**config.mk**
```make
export PLATFORM = sky130hd
export DESIGN_NAME = ivg_vector_gen
export DESIGN_NICKNAME = d
export VERILOG_FILES = /design/src/rtl/ivg_pkg.sv /design/src/rtl/ivg_layout.sv /design/src/rtl/ivg_gate.sv /design/src/rtl/ivg_eligible.sv /design/src/rtl/ivg_priority.sv /design/src/rtl/ivg_vector_gen.sv
export SDC_FILE = /design/constraint.sdc
export NUM_CORES = 1
export LEC_CHECK = 0
export CAP_MARGIN = 20
export CORE_MARGIN = 1.5
export CORE_UTILIZATION = 45
export CTS_BUF_LIST = sky130_fd_sc_hd__clkbuf_16
export DETAILED_ROUTE_END_ITERATION = 10
export DONT_BUFFER_PORTS = 1
export PLACE_DENSITY = 0.68
export SLEW_MARGIN = 20
export SYNTH_ARGS = -nofsm -noshare
export SYNTH_HDL_FRONTEND = slang
export SYNTH_SLANG_ARGS = --single-unit
```
**constraint.sdc**
```tcl
create_clock -name clk -period 2 [get_ports clk]
set_input_delay 0.2 -clock clk [delete_from_list [all_inputs] [get_ports clk]]
set_output_delay 0.2 -clock clk [all_outputs]
set_load 0.02 [all_outputs]
```
**src/rtl/ivg_pkg.sv**
```systemverilog
package ivg_pkg;

    localparam int ADDR_W         = 16;
    localparam int BSZ_W          = 2;
    localparam int ADDR_SPACE     = 1 << ADDR_W;
    localparam int DEF_N_SRC      = 34;
    localparam int DEF_COMPAT_SRC = 23;
    localparam int DEF_BOOT_WORDS = 4096;
    localparam int FIRST_IRQ_NUM  = 2;

    typedef logic [ADDR_W-1:0] waddr_t;

    typedef struct packed {
        waddr_t reset_addr;
        waddr_t table_base;
    } layout_t;

    // Boot area occupies the top of memory; larger codes halve its size.
    function automatic waddr_t boot_start(input logic [BSZ_W-1:0] sz, input int max_words);
        int words;
        words = max_words >> sz;
        return ADDR_W'(ADDR_SPACE - words);
    endfunction

endpackage

```
**src/rtl/ivg_layout.sv**
```systemverilog
module ivg_layout
    import ivg_pkg::*;
#(
    parameter int BOOT_WORDS = DEF_BOOT_WORDS
) (
    input  logic             boot_rst_n,
    input  logic             vec_sel,
    input  logic [BSZ_W-1:0] boot_size,
    output layout_t          layout
);
    waddr_t boot_base;

    always_comb begin
        boot_base = boot_start(boot_size, BOOT_WORDS);
        layout.reset_addr = boot_rst_n ? '0 : boot_base;
        layout.table_base = (vec_sel ? boot_base : '0) + ADDR_W'(FIRST_IRQ_NUM);
    end
endmodule

```
**src/rtl/ivg_gate.sv**
```systemverilog
module ivg_gate (
    input  logic vec_sel,
    input  logic lock_app,
    input  logic lock_boot,
    input  logic in_boot,
    output logic blocked
);
    logic app_blk, boot_blk;

    always_comb begin
        app_blk  = vec_sel  & lock_app  & ~in_boot;
        boot_blk = ~vec_sel & lock_boot &  in_boot;
        blocked  = app_blk | boot_blk;
    end
endmodule

```
**src/rtl/ivg_eligible.sv**
```systemverilog
module ivg_eligible #(
    parameter int N_SRC      = 34,
    parameter int COMPAT_SRC = 23
) (
    input  logic [N_SRC-1:0] pend,
    input  logic [N_SRC-1:0] en,
    input  logic             gie,
    input  logic             compat,
    input  logic             blocked,
    output logic [N_SRC-1:0] elig
);
    logic open_gate;
    assign open_gate = gie & ~blocked;

    for (genvar g = 0; g < N_SRC; g++) begin : g_src
        if (g >= COMPAT_SRC) begin : g_ext
            assign elig[g] = pend[g] & en[g] & open_gate & ~compat;
        end else begin : g_base
            assign elig[g] = pend[g] & en[g] & open_gate;
        end
    end
endmodule

```
**src/rtl/ivg_priority.sv**
```systemverilog
module ivg_priority #(
    parameter int N_SRC = 34,
    localparam int IDX_W = $clog2(N_SRC)
) (
    input  logic [N_SRC-1:0] elig,
    output logic             hit,
    output logic [IDX_W-1:0] idx
);
    // Scan downwards so the lowest set bit is the last one written.
    always_comb begin
        hit = 1'b0;
        idx = '0;
        for (int i = N_SRC - 1; i >= 0; i--) begin
            if (elig[i]) begin
                hit = 1'b1;
                idx = IDX_W'(i);
            end
        end
    end
endmodule

```
**src/rtl/ivg_vector_gen.sv**
```systemverilog
module ivg_vector_gen
    import ivg_pkg::*;
#(
    parameter int N_SRC      = DEF_N_SRC,
    parameter int COMPAT_SRC = DEF_COMPAT_SRC,
    parameter int BOOT_WORDS = DEF_BOOT_WORDS,
    localparam int NUM_W     = $clog2(N_SRC + FIRST_IRQ_NUM),
    localparam int IDX_W     = $clog2(N_SRC)
) (
    input  logic              clk,
    input  logic              rst,
    input  logic [N_SRC-1:0]  irq_pend,
    input  logic [N_SRC-1:0]  irq_en,
    input  logic              gie,
    input  logic              core_take,
    input  logic              boot_rst_n,
    input  logic              vec_sel,
    input  logic [BSZ_W-1:0]  boot_size,
    input  logic              compat,
    input  logic              lock_app,
    input  logic              lock_boot,
    input  logic              in_boot,
    output logic [ADDR_W-1:0] reset_vec,
    output logic              vec_valid,
    output logic [ADDR_W-1:0] vec_addr,
    output logic [NUM_W-1:0]  vec_num
);
    layout_t          layout;
    logic             blocked;
    logic [N_SRC-1:0] elig;
    logic             hit;
    logic [IDX_W-1:0] idx;
    waddr_t           next_addr;
    logic [NUM_W-1:0] next_num;

    ivg_layout #(.BOOT_WORDS(BOOT_WORDS)) u_layout (
        .boot_rst_n (boot_rst_n),
        .vec_sel    (vec_sel),
        .boot_size  (boot_size),
        .layout     (layout)
    );

    ivg_gate u_gate (
        .vec_sel   (vec_sel),
        .lock_app  (lock_app),
        .lock_boot (lock_boot),
        .in_boot   (in_boot),
        .blocked   (blocked)
    );

    ivg_eligible #(.N_SRC(N_SRC), .COMPAT_SRC(COMPAT_SRC)) u_elig (
        .pend    (irq_pend),
        .en      (irq_en),
        .gie     (gie),
        .compat  (compat),
        .blocked (blocked),
        .elig    (elig)
    );

    ivg_priority #(.N_SRC(N_SRC)) u_prio (
        .elig (elig),
        .hit  (hit),
        .idx  (idx)
    );

    assign reset_vec = layout.reset_addr;

    always_comb begin
        next_addr = layout.table_base + ADDR_W'({idx, 1'b0});
        next_num  = NUM_W'(idx) + NUM_W'(FIRST_IRQ_NUM);
    end

    always_ff @(posedge clk) begin
        if (rst) begin
            vec_valid <= 1'b0;
            vec_addr  <= '0;
            vec_num   <= '0;
        end else begin
            vec_valid <= core_take & hit;
            if (core_take && hit) begin
                vec_addr <= next_addr;
                vec_num  <= next_num;
            end
        end
    end
endmodule

```
==> impl_metrics.csv <==
group,metric,value,unit
synthesis,synthCells,204,
cts,clock_sinks,20,
synthesis,synth.cell_area,1570,µm²
timing,tightestPinTransition,0.497,ns
cts,holdBufCountCts,0,
cts,cts_buffers,3,
final_layout,stdcell_area,1810,µm²
final_layout,layout_common_cells,"39 x nand2_1, 21 x a21oi_1, 20 x dfxtp_1, 15 x buf_4, 11 x conb_1",
job,drv_cap,0,
routing,post_drt_wl_per_cell,14.3,µm
final_layout,postLayoutCoreUtil,54.1,%
final_layout,area_delta_synth_final,15.0,%
timing,max_freq,514,MHz
cts,cts-root-buf,"clkbuf_16",
final_layout,layout.nets,300,
routing,drc_errors,0,
synthesis,synth.distinct_cells,47,
routing,drt-pass1-iter-count,4,
synthesis,synth_edf_count,0,
hold_path,hp-class,"in2reg",
die,die_h,62.1,µm
routing,drt_wl_total,3740,µm
cts,htreeDepth,1,
critical_path,cp-end-kind,"register",
routing,avgViaCountPerCell,5.94,
routing,vias,1557,
global_route,grt_pass1_vias,1383,
die,die_area,3860,µm²
die,start_util,47.1,%
global_route,grt_pass1_wl,5550,µm
placement,place_area,1690,µm²
timing,rsz0062_at_grt,"true",
synthesis,avgSynthCellArea,7.70,µm²
pwr,p_per_area,722,nW/µm²
placement,port_buffers,0,
critical_path,worstPathArrival,2.10,ns
cts,path_clk_slew,0.06,ns
timing,period_minus_slack,1.95,ns
final_layout,fillerInstances,334,
placement,gp_congestion,0.788,
cts,clock_latency,0.24,ns
global_route,grt_overflow,0,
die,dieWidth,62.1,µm
timing,fin_skew,0,ns
routing,antenna_left,0,
routing,drt_iter0_markers,34,
synthesis,synth-seq-cells,20,
critical_path,criticalPathCategory,"in2reg",
synthesis,async_flop_share,0,%
timing,setup_viol,0,
cts,cts.path.max_buffers,2,
timing,finalCritPeriodShare,97.3,%
global_route,grt_max_degree,21,
pwr,p_leak,0.687,nW
timing,maxSlewHeadroom,66.6,%
critical_path,start_kind,"primary input",
die,io_pins,119,
timing,holdWs,0.00466,ns
pwr,finalPower,1.30,mW
timing,hold_viol,0,
global_route,antenna_found_initial,0,
critical_path,worstPathMaxFanout,3,
final_layout,num_antenna_cells,0,
cts,cts_tree,"built",
status,outcome,"finished, final reports clean",
pwr,ir_worst_vdd,0.539,mV
timing,slew_viol_final,0,
timing,worst_slack,0.0543,ns
synthesis,yosysSeqAreaShare,25.5,%
final_layout,layout_commonest_cell,"nand2_1",
final_layout,drive_above_1_share,15.3,%
die,num_rows,21,
die,core-area,3340,µm²
critical_path,cp.required,2.16,ns
synthesis,yosysWarnings,0,
global_route,grt.total_usage,18.9,%
placement,place_hpwl,3120,µm
placement,dp_slack,-0.238,ns
synthesis,synth_ff_type,"dfxtp_1",
-- metrics by stage --
stage	std cells	TNS [ns]
floorplan	214	-0.00294
global placement	258	-0.561
detailed placement	258	-0.756
CTS	262	0
global route	262	-0.0139
finish	262	0
-- cells in the mapped netlist, types with 2 or more instances --
| library cell | instances | area, µm² |
|---|---|---|
| a211oi_1 | 7 | 52.6 |
| a211oi_2 | 2 | 25.0 |
| a21oi_1 | 21 | 105 |
| a221o_1 | 2 | 20.0 |
| a222oi_1 | 2 | 20.0 |
| a22o_1 | 6 | 52.6 |
| a22oi_1 | 10 | 75.1 |
| a32o_1 | 3 | 30.0 |
| a32oi_1 | 2 | 17.5 |
| and2_1 | 3 | 18.8 |
| buf_2 | 3 | 15.0 |
| buf_4 | 13 | 97.6 |
| dfxtp_1 | 20 | 400 |
| ha_1 | 3 | 37.5 |
| inv_1 | 3 | 11.3 |
| nand2_1 | 39 | 146 |
| nand2_2 | 2 | 12.5 |
| nand3_1 | 5 | 25.0 |
| nand3b_1 | 5 | 37.5 |
| nand4_1 | 5 | 31.3 |
| nand4b_1 | 2 | 17.5 |
| nor2_1 | 11 | 41.3 |
| nor2b_1 | 2 | 12.5 |
| o2111ai_1 | 2 | 17.5 |
| o211ai_1 | 3 | 22.5 |
| o21ai_1 | 4 | 20.0 |
| xnor2_1 | 4 | 35.0 |
-- where the power goes --
part | internal (mW) | total (mW) | switching, mW
clock | 0.397 | 0.537 | 0.140
combinational | 0.132 | 0.294 | 0.162
sequential | 0.424 | 0.473 | 0.0487
-- state kept, by name (all words and copies together) (netlist names) --
signal and cells:
vec_addr 13, vec_num 6, vec_valid 1
-- worst paths after layout --
path	startpoint	endpoint	slack, ns	cells after the start
setup / recovery	irq_en[12]	vec_addr[5]	0.05	9
hold / removal	rst	vec_num[3]	0.005	1
setup reg to reg	vec_addr[13]	vec_addr[13]	1.09	2
hold reg to reg	vec_addr[11]	vec_addr[11]	0.54	2
-- repair_timing --
action / in CTS / in global routing
endpoints found under the setup margin: 0 / 3
resized for setup: 0 / 2
setup buffers: 0 / 0
-- cells by family after synthesis --
family                   share of synthesized area, %
AND/OR/NAND/NOR                                  24.4
AO/OA/AOI/OAI                                    36.5
buffers and inverters                            8.68
flip-flops                                       25.5
XOR/XNOR                                         2.23
adder cells (fa/ha/maj)                          2.39
other                                           0.239
-- critical path, stage by stage --
cell and delay [ns]:
a222oi_1 0.32, o21ai_1 0.12, a221o_1 0.31, a221o_1 0.32, nor2_2 0.14, ha_2 0.21, nand4_1 0.10, xnor2_1 0.15
a211oi_1 0.22
-- per-layer routing --
metal	up-vias	GRT usage (%)	part of all wire, %
li1	779	-	-
met1	696	23.6	43
met2	82	32.0	47
met3	0	6.83	10
met4	0	2.13	0
met5	-	0	0
-- area by class of cell --
class,instances,area [µm²],share of cell area (%)
Multi-Input combinational cell,173,1100,60.9
Sequential cell,20,400,22.2
Timing Repair Buffer,16,133,7.34
Clock buffer,3,75.1,4.16
Tap cell,46,57.6,3.19
Clock inverter,1,30.0,1.66
Inverter,3,11.3,0.623
(Power assumes the default switching activity.)
